==> src/rtl/exc_pkg.sv <==
package exc_pkg;
  localparam int NST = 4;
  localparam int CW  = 4;

  localparam int ST_IF  = 0;
  localparam int ST_ID  = 1;
  localparam int ST_EX  = 2;
  localparam int ST_MEM = 3;

  typedef enum logic [CW-1:0] {
    C_UNDEF = 4'd0,
    C_OVF   = 4'd1,
    C_IRQ   = 4'd2,
    C_IPF   = 4'd3,
    C_IMIS  = 4'd4,
    C_IPROT = 4'd5,
    C_DPF   = 4'd6,
    C_DMIS  = 4'd7,
    C_DPROT = 4'd8
  } cause_e;

  function automatic cause_e fetch_cause(input logic [1:0] kind);
    case (kind)
      2'd0:    return C_IPF;
      2'd1:    return C_IMIS;
      default: return C_IPROT;
    endcase
  endfunction

  function automatic cause_e data_cause(input logic [1:0] kind);
    case (kind)
      2'd0:    return C_DPF;
      2'd1:    return C_DMIS;
      default: return C_DPROT;
    endcase
  endfunction
endpackage

==> src/rtl/exc_kill_track.sv <==
module exc_kill_track #(
  parameter int NST = 4
) (
  input  logic           clk,
  input  logic           rst_n,
  input  logic [NST-2:0] flush_i,
  output logic [NST-1:1] kill_o
);
  for (genvar s = 1; s < NST; s++) begin : g_kill
    always_ff @(posedge clk or negedge rst_n) begin
      if (!rst_n) kill_o[s] <= 1'b0;
      else        kill_o[s] <= flush_i[s-1];
    end
  end
endmodule

==> src/rtl/exc_arbiter.sv <==
module exc_arbiter #(
  parameter int NST = 4
) (
  input  logic [NST-1:0] req_i,
  output logic [NST-1:0] win_o,
  output logic [NST-1:0] flush_o,
  output logic           any_o
);
  logic [NST-1:0] older_req;
  logic [NST-1:0] win_or_older;

  assign older_req[NST-1] = 1'b0;
  for (genvar s = 0; s < NST - 1; s++) begin : g_older
    assign older_req[s] = older_req[s+1] | req_i[s+1];
  end

  for (genvar s = 0; s < NST; s++) begin : g_win
    assign win_o[s] = req_i[s] & ~older_req[s];
  end

  assign win_or_older[NST-1] = win_o[NST-1];
  for (genvar s = 0; s < NST - 1; s++) begin : g_flush
    assign win_or_older[s] = win_or_older[s+1] | win_o[s];
  end

  assign flush_o = win_or_older;
  assign any_o   = |req_i;
endmodule

==> src/rtl/exc_state.sv <==
module exc_state #(
  parameter int PC_W = 32,
  parameter int CW   = 4
) (
  input  logic            clk,
  input  logic            rst_n,
  input  logic            load_i,
  input  logic [PC_W-1:0] epc_d,
  input  logic [CW-1:0]   cause_d,
  output logic [PC_W-1:0] epc_q,
  output logic [CW-1:0]   cause_q
);
  always_ff @(posedge clk or negedge rst_n) begin
    if (!rst_n) begin
      epc_q   <= '0;
      cause_q <= '0;
    end else if (load_i) begin
      epc_q   <= epc_d;
      cause_q <= cause_d;
    end
  end

  // values are captured at the accepting edge
  a_r8_load: assert property (@(posedge clk) disable iff (!rst_n)
    load_i |=> (epc_q == $past(epc_d)) && (cause_q == $past(cause_d)));

  // values hold between accepted entries
  a_r8_hold: assert property (@(posedge clk) disable iff (!rst_n)
    !load_i |=> $stable(epc_q) && $stable(cause_q));
endmodule

==> src/rtl/exc_prioritizer.sv <==
module exc_prioritizer
  import exc_pkg::*;
#(
  parameter int          PC_W      = 32,
  parameter logic [31:0] VEC_BASE  = 32'hC000_0000,
  parameter int          VEC_SHIFT = 5
) (
  input  logic            clk,
  input  logic            rst_n,
  input  logic            if_exc_i,
  input  logic [1:0]      if_kind_i,
  input  logic [PC_W-1:0] if_pc_i,
  input  logic            id_vld_i,
  input  logic            id_exc_i,
  input  logic [PC_W-1:0] id_pc_i,
  input  logic            ex_exc_i,
  input  logic [PC_W-1:0] ex_pc_i,
  input  logic            mem_exc_i,
  input  logic [1:0]      mem_kind_i,
  input  logic [PC_W-1:0] mem_pc_i,
  input  logic            irq_i,
  output logic [3:0]      flush_o,
  output logic            wr_suppress_o,
  output logic            redirect_o,
  output logic [PC_W-1:0] handler_o,
  output logic [PC_W-1:0] epc_o,
  output logic [3:0]      cause_o
);
  localparam logic [NST-1:0] IRQ_FLUSH = {{(NST-2){1'b0}}, 2'b11};

  function automatic logic [PC_W-1:0] vec_of(input logic [CW-1:0] c);
    return PC_W'(VEC_BASE) + (PC_W'(c) << VEC_SHIFT);
  endfunction

  // named internal events
  logic [NST-1:1]  kill;
  logic [NST-1:0]  raw_req;
  logic [NST-1:0]  req;
  logic [NST-1:0]  win;
  logic [NST-1:0]  arb_flush;
  logic            inst_take;
  logic            irq_take;
  logic            accept;
  logic [PC_W-1:0] stage_pc    [NST];
  cause_e          stage_cause [NST];
  logic [PC_W-1:0] win_pc;
  cause_e          win_cause;
  logic [PC_W-1:0] epc_sel;
  logic [CW-1:0]   cause_sel;

  assign raw_req[ST_IF]  = if_exc_i;
  assign raw_req[ST_ID]  = id_exc_i;
  assign raw_req[ST_EX]  = ex_exc_i;
  assign raw_req[ST_MEM] = mem_exc_i;

  assign stage_pc[ST_IF]  = if_pc_i;
  assign stage_pc[ST_ID]  = id_pc_i;
  assign stage_pc[ST_EX]  = ex_pc_i;
  assign stage_pc[ST_MEM] = mem_pc_i;

  assign stage_cause[ST_IF]  = fetch_cause(if_kind_i);
  assign stage_cause[ST_ID]  = C_UNDEF;
  assign stage_cause[ST_EX]  = C_OVF;
  assign stage_cause[ST_MEM] = data_cause(mem_kind_i);

  // fetch is never masked: the next fetch after a redirect is the handler
  assign req[0] = raw_req[0] & rst_n;
  for (genvar s = 1; s < NST; s++) begin : g_mask
    assign req[s] = raw_req[s] & ~kill[s] & rst_n;
  end

  exc_arbiter #(.NST(NST)) u_arb (
    .req_i   (req),
    .win_o   (win),
    .flush_o (arb_flush),
    .any_o   (inst_take)
  );

  always_comb begin
    win_pc    = '0;
    win_cause = C_UNDEF;
    for (int s = 0; s < NST; s++) begin
      if (win[s]) begin
        win_pc    = stage_pc[s];
        win_cause = stage_cause[s];
      end
    end
  end

  assign irq_take = rst_n & irq_i & id_vld_i & ~kill[ST_ID] & ~inst_take;
  assign accept   = inst_take | irq_take;

  assign epc_sel   = inst_take ? win_pc : id_pc_i;
  assign cause_sel = inst_take ? CW'(win_cause) : CW'(C_IRQ);

  always_comb begin
    if (inst_take)     flush_o = arb_flush;
    else if (irq_take) flush_o = IRQ_FLUSH;
    else               flush_o = '0;
  end

  assign wr_suppress_o = inst_take;
  assign redirect_o    = accept;
  assign handler_o     = accept ? vec_of(cause_sel) : '0;

  exc_kill_track #(.NST(NST)) u_kill (
    .clk     (clk),
    .rst_n   (rst_n),
    .flush_i (flush_o[NST-2:0]),
    .kill_o  (kill)
  );

  exc_state #(.PC_W(PC_W), .CW(CW)) u_state (
    .clk     (clk),
    .rst_n   (rst_n),
    .load_i  (accept),
    .epc_d   (epc_sel),
    .cause_d (cause_sel),
    .epc_q   (epc_o),
    .cause_q (cause_o)
  );

  // a redirect flushes a contiguous run starting at fetch
  a_r2_flush_shape: assert property (@(posedge clk) disable iff (!rst_n)
    redirect_o |-> flush_o[0] && ((flush_o & (flush_o + 4'd1)) == 4'd0));

  // nothing is flushed without a redirect
  a_r2_idle_quiet: assert property (@(posedge clk) disable iff (!rst_n)
    !redirect_o |-> (flush_o == 4'd0) && !wr_suppress_o);

  // an unmasked memory-stage request always flushes memory
  a_r3_oldest: assert property (@(posedge clk) disable iff (!rst_n)
    (mem_exc_i && !kill[ST_MEM]) |-> flush_o[ST_MEM]);

  // suppress only with an instruction entry, never for an interrupt
  a_r6_suppress: assert property (@(posedge clk) disable iff (!rst_n)
    wr_suppress_o |-> redirect_o && (cause_sel != CW'(C_IRQ)));

  // interrupt entry flushes only fetch and decode
  a_r7_irq_flush: assert property (@(posedge clk) disable iff (!rst_n)
    (redirect_o && !wr_suppress_o) |-> (flush_o == IRQ_FLUSH));

  // an instruction flushed out of execute cannot fault in memory
  a_r9_no_refault: assert property (@(posedge clk) disable iff (!rst_n)
    $past(flush_o[ST_EX]) |-> !flush_o[ST_MEM]);
endmodule

==> config.mk <==
export PLATFORM = sky130hd
export DESIGN_NAME = exc_prioritizer
export DESIGN_NICKNAME = d
export VERILOG_FILES = /design/src/rtl/exc_pkg.sv /design/src/rtl/exc_kill_track.sv /design/src/rtl/exc_arbiter.sv /design/src/rtl/exc_state.sv /design/src/rtl/exc_prioritizer.sv
export SDC_FILE = /design/constraint.sdc
export NUM_CORES = 1
export LEC_CHECK = 0
export ABC_AREA = 1
export BUFFER_PORTS_ARGS = -buffer_cell sky130_fd_sc_hd__buf_2
export CAP_MARGIN = 20
export CORE_MARGIN = 2
export CORE_UTILIZATION = 47
export DETAILED_ROUTE_END_ITERATION = 10
export GPL_ROUTABILITY_DRIVEN = 0
export PLACE_DENSITY = 0.9
export REMOVE_ABC_BUFFERS = 1
export SLEW_MARGIN = 10
export SYNTH_ARGS = -nofsm -noshare
export SYNTH_HDL_FRONTEND = slang
export SYNTH_SLANG_ARGS = --single-unit
==> constraint.sdc <==
create_clock -name clk -period 3 [get_ports clk]
set_input_delay 0.45 -clock clk [delete_from_list [all_inputs] [get_ports clk]]
set_output_delay 0.45 -clock clk [all_outputs]
set_load 0.01 [all_outputs]
# Word level (Yosys, flattened, before mapping)
# Cells that the tools add are included.
dict set report word_totals {
  reg_bits 39
  input_bits 140
  out_inout_bits 74
  word_cells 53
}
dict set report op_classes {
  n_addsub 1
  eq_ne 2
  muxes 15
  bitwise_logic 27
  reduce_logical 3
}
# operator n
set op_table {}
lappend op_table {{32-bit two-way mux} 6}
lappend op_table {{31-bit by 10-bit adder with 32-bit output (first input constant)} 1}
lappend op_table {{4-bit two-way mux} 6}
lappend op_table {{1-bit AND} 14}
lappend op_table {{4-bit one-hot mux with 2 select lines} 1}
lappend op_table {{1-bit NOT} 7}
lappend op_table {{1-bit bitwise OR} 6}
lappend op_table {{3-bit one-hot mux with 2 select lines} 1}
lappend op_table {{2-bit by 1-bit equality test with 1-bit output (second input constant)} 2}
lappend op_table {{2-bit logical NOT} 2}
lappend op_table {{4-bit OR reduction} 1}
lappend op_table {{2-bit two-way mux} 1}

# Longest topological paths before layout
dict set report depth {
  ltp_word 14
  ltp_mapped 10
  depth_no_buf 9
}

# Hierarchy
# From an unflattened synthesis, not the netlist that was laid out.
dict set report hier_totals {
  hier_cells 662
  area_unflattened_um2 3813.7
}
# module n_inst cells_per_inst area_per_inst_um2 seq_area_each_um2
set modules_own_cells {}
lappend modules_own_cells {exc_prioritizer 1 494 2248.4 0.0}
lappend modules_own_cells {exc_state 1 152 1418.9 900.9}
lappend modules_own_cells {exc_kill_track 1 3 75.1 75.1}
lappend modules_own_cells {exc_arbiter 1 13 71.3 0.0}

# Worst setup path before layout
# No wires, ideal clock.
dict set report synth_path {
  path_type {input to output}
  startpoint {in rst_n}
  endpoint {out handler_o[30]}
  arrival_time_ns 1.472
  required_time_ns 2.550
  setup_slack_ns 1.078
  path_stages 8
  path_buffers 3
  path_cell_list {buf_6 > nand3_4 > nand2_4 > nor2_8 > nand2_4 > buf_6 > nand2_1 > buf_4}
}
dict set report synth_between {
  word_cells_on_any_way 26
  cone_classes {1 x add/sub; 6 x mux; 18 x bitwise; 1 x reduce/logical}
}
# element line
set synth_lines {}
lappend synth_lines {{start: declaration} exc_prioritizer.sv:9} ;# input logic rst_n,
lappend synth_lines {{1-bit AND (on tied branches)} {exc_prioritizer.sv:90, exc_prioritizer.sv:67, exc_prioritizer.sv:69}}
lappend synth_lines {{1-bit AND / 4-bit OR reduction (equally long branches)} {exc_prioritizer.sv:90, exc_arbiter.sv:27}}
lappend synth_lines {{1-bit AND / 1-bit NOT (equally long branches)} exc_prioritizer.sv:90} ;# assign irq_take = rst_n & irq_i & id_vld_i & ~kill[ST_ID] & ~inst_take;
lappend synth_lines {{1-bit AND} exc_prioritizer.sv:90}
lappend synth_lines {{1-bit bitwise OR (*)} exc_prioritizer.sv:91} ;# assign accept = inst_take | irq_take;
lappend synth_lines {{via redirect_o} exc_prioritizer.sv:24} ;# output logic redirect_o,
lappend synth_lines {{32-bit two-way mux (*)} exc_prioritizer.sv:104} ;# assign handler_o = accept ? vec_of(cause_sel) : '0;
lappend synth_lines {{end: declaration} exc_prioritizer.sv:25} ;# output logic [PC_W-1:0] handler_o,
# The timed path passes the listed nets; every way through them passes the cells marked *.

# Worst setup path after layout
dict set report layout_path {
  startpoint {in rst_n}
  endpoint {out handler_o[31]}
}
dict set report layout_between {
  elab_chain_len 12
  word_cells_on_any_way 26
  cone_classes {1 x add/sub; 6 x mux; 18 x bitwise; 1 x reduce/logical}
}
# element line
set layout_rtl {}
lappend layout_rtl {{1-bit AND} exc_prioritizer.sv:69} ;# assign req[s] = raw_req[s] & ~kill[s] & rst_n;
lappend layout_rtl {{1-bit bitwise OR (2 in series)} exc_arbiter.sv:14} ;# assign older_req[s] = older_req[s+1] | req_i[s+1];
lappend layout_rtl {{1-bit NOT} exc_arbiter.sv:18} ;# assign win_o[s] = req_i[s] & ~older_req[s];
lappend layout_rtl {{1-bit AND} exc_arbiter.sv:18}
lappend layout_rtl {{4-bit two-way mux (4 in series)} exc_prioritizer.sv:83} ;# if (win[s]) begin
lappend layout_rtl {{4-bit two-way mux} exc_prioritizer.sv:94} ;# assign cause_sel = inst_take ? CW'(win_cause) : CW'(C_IRQ);
lappend layout_rtl {{31-bit by 10-bit adder with 32-bit output} exc_prioritizer.sv:32} ;# return PC_W'(VEC_BASE) + (PC_W'(c) << VEC_SHIFT);
lappend layout_rtl {{32-bit two-way mux (*)} exc_prioritizer.sv:104}
# Every way passes the cells marked *; elsewhere a longest branch is shown, timed or not.

==> summary.md <==
| Metric | Value |
|---|---|
| Synth Instances | `530` |
| CTS resizes | `0` |
| Yosys cell types | `23` |
| Core ar. | `slightly above 7000 sq um` |
| Worst setup EP type | `output pin` |
| Clock skew | `between 10 and 15 ps` |
| Final Util | `around three fifths` |
| Family with the most delay on the worst path | `simple AND/OR/NAND/NOR gates` |
| Met2 GRT Util | `between 40% and 50%` |
| Dpl cell area | `4240 sq um` |
| Nets@finish | `around 840` |
| Buf/Inv on CP | `2` |
| Critical Path Slowest Stage Cell | `buf_2` |
| PD cells | `slightly above 400 nW/um^2` |
| Hold buffer count at CTS | `0` |
| # setup viols final | `0` |
| DR pass1 iterations | `5` |
| CP Max Fanout | `26` |
| Routed Antenna Nets | `0` |
| Clk Tree Root Cell | `clkbuf_8` |
| Post-synth top area share | `28.6%` |
| Class of the worst hold path | `in2async` |
| Slew @ Worst Pin | `~800 ps` |
| Postcts setup bufs | `0` |
| WS Path Type | `in2out` |
| DPL Wire Length | `slightly below 8 mm` |
| Critical path, cell by cell | `buf_2 > nand3_2 > nand2_1 > nor2_8 > nand2_4 > nand2_1 > buf_2` |
| Drc violations | `0` |
| Post-synth top area cell | `dfrtp_1` |
| Max-cap violations | `0` |
| Die area | `between 7000 and 8000 sq um` |
| Setup TNS | `0 ps` |
| Num rows | `31` |
| Post-synth top cells | `nand2_1, nand3_1, nor2_1` |
| First DRT Iteration DRCs | `156` |
| GRT overflow | `0` |
| Die height | `between 80 and 90 um` |
| Mapped Avg Cell Area | `between 6 and 7 sq um` |
| FFs w/ async S/R, synth | `100%` |
| Yosys warns | `0` |
| Routed WL | `between 9 and 10 mm` |
| Global-route wire length before repair | `around 15 mm` |
| Initial core utilization | `a little under half` |
| Final instance area | `about 4300 sq um` |
| Synth top area cells | `dfrtp_1, nand2_1, nand3_1` |
| Largest net degree at the start of global routing | `33` |
| Grt met1 use | `about 28%` |
| CTS clk-pin slew, worst paths | `about 80 ps` |
| Number of port buffers | `about 190` |
| Number of global-route vias before repair | `between 3k and 4k` |
| Netlist Area Pre-Place | `between 3000 and 4000 sq um` |
| Area Growth Syn to Fin | `26.5%` |
| Max Slew Vio Count | `0` |
| Synthesized flop and latch total | `39` |
| Outcome | `finished clean` |
| Post-synthesis sequential area ratio | `between 20% and 30%` |
| Later-pin clock latency in the skew report | `280 ps` |
| Most used routing layer | `met2` |
| Antenna cells | `0` |
| Number of fill cells in the layout | `712` |
| DR vias | `around 3.9k` |
| RSZ-0062 raised after global routing | `no` |
| Die Wd | `between 80 and 90 um` |
| All-layer global routing usage | `roughly a quarter` |
| CTS H-tree lvls | `2` |
| Final cycle utilization of the critical path | `between 80 and 90%` |
| Critical Path AT | `2210 ps` |
| CP peak stage delay | `340 ps` |
| Routed wire length per instance | `between 10 and 15 um` |
| Crit start category | `input port` |
| CTS tree | `built` |
| Clock Tree Buf Depth | `2` |
| Fmax | `376 MHz` |
| LEAKAGE | `around 0.0027 uW` |
| Count leader, synth | `nand2_1` |
| I/O pin cnt | `approximately 210` |
| Grt met3 use | `~4.1%` |
| Initial antenna violation count | `0` |
| CTS Sinks | `39` |
| TritonCTS Buffers | `5` |
| Worst EP required | `~2600 ps` |
| Share of layout cells above drive strength 1 | `about 36%` |
| Min Clock Period, post-route | `approximately 2700 ps` |
| Main flop type after synthesis | `dfrtp_1` |
| Final Hold Fails | `0` |
| VDD IR max | `between 0.15 and 0.2 mV` |
| Post-synth EDFFs | `0` |
| Via density | `4.85` |
| Slew HR | `46.8%` |
## logic make-up (layout without fill, tap and decap cells)
logic type             count (synthesis)  after routing  synth area share, %
other                                  1             26                0.110
AO/OA/AOI/OAI                          4              4                0.733
flip-flops                            39             39                 28.6
buffers and inverters                105            254                 17.7
AND/OR/NAND/NOR                      381            381                 52.9
## final cells by class
| class | count | area (sq um) | area share (%) |
|---|---|---|---|
| multi-input combinational | 411 | 1930 | 44.8 |
| timing repair buffer | 199 | 1030 | 23.8 |
| sequential | 39 | 976 | 22.6 |
| inverter | 47 | 176 | 4.09 |
| tap | 99 | 124 | 2.87 |
| clock buffer | 7 | 76.3 | 1.77 |
| clock inverter | 1 | 5.00 | 0.116 |
## per-layer routing
metal / share of wire, % / wire length [um] / vias up
li1: - / - / 1940
met1: 39 / 3860 / 1748
met2: 52 / 5170 / 185
met3: 7.4 / 738 / 25
met4: 1.9 / 187 / 0
met5: 0 / 0 / -
## registers in the layout, summed over array words and instances (netlist names)
signal,count
u_state.epc_q,32
u_state.cause_q,4
u_kill.kill_o,3
## power breakdown
part	leakage (uW)	switching [uW]	internal [uW]
sequential	0.000479	79.9	635
clock	0.0000422	176	163
combinational	0.00214	441	294
## per-stage QoR
stage | setup WS [ps] | cells | hold WS [ps] | power [uW]
5_1_grt | 174 | 803 | 94.6 | 1930
4_1_cts | 320 | 803 | 87.3 | 1800
2_1_floorplan | 161 | 497 | 154 | 1110
3_5_place_dp | 332 | 795 | 398 | 1460
3_3_place_gp | 417 | 795 | 387 | 1430
6_report | 339 | 803 | 81.0 | 1790
## placed cells by master (no fill, tap or decap), drive strengths merged
| cell | instances |
|---|---|
| conb | 26 |
| nand2 | 216 |
| dfrtp | 39 |
| buf | 199 |
| a31o | 1 |
| clkbuf | 7 |
| nand3 | 106 |
| nor2 | 51 |
| a31oi | 1 |
| inv | 46 |
| o21ai | 1 |
| clkinv | 2 |
| nand4 | 8 |
| a21oi | 1 |
## worst paths after layout
kind                               startpoint            endpoint  slack [ps]  cells after the start
hold reg to reg            u_state.cause_q[3]  u_state.cause_q[3]         520                      1
hold / removal                          rst_n  u_state.cause_q[0]          80                      1
min in group clk                  ex_pc_i[17]   u_state.epc_q[17]         450                      5
setup reg to reg             u_kill.kill_o[1]   u_state.epc_q[28]         860                     10
setup / recovery                        rst_n       handler_o[31]         340                      7
max in group asynchronous               rst_n    u_state.epc_q[1]        2290                      2
(Power assumes the default switching activity.)
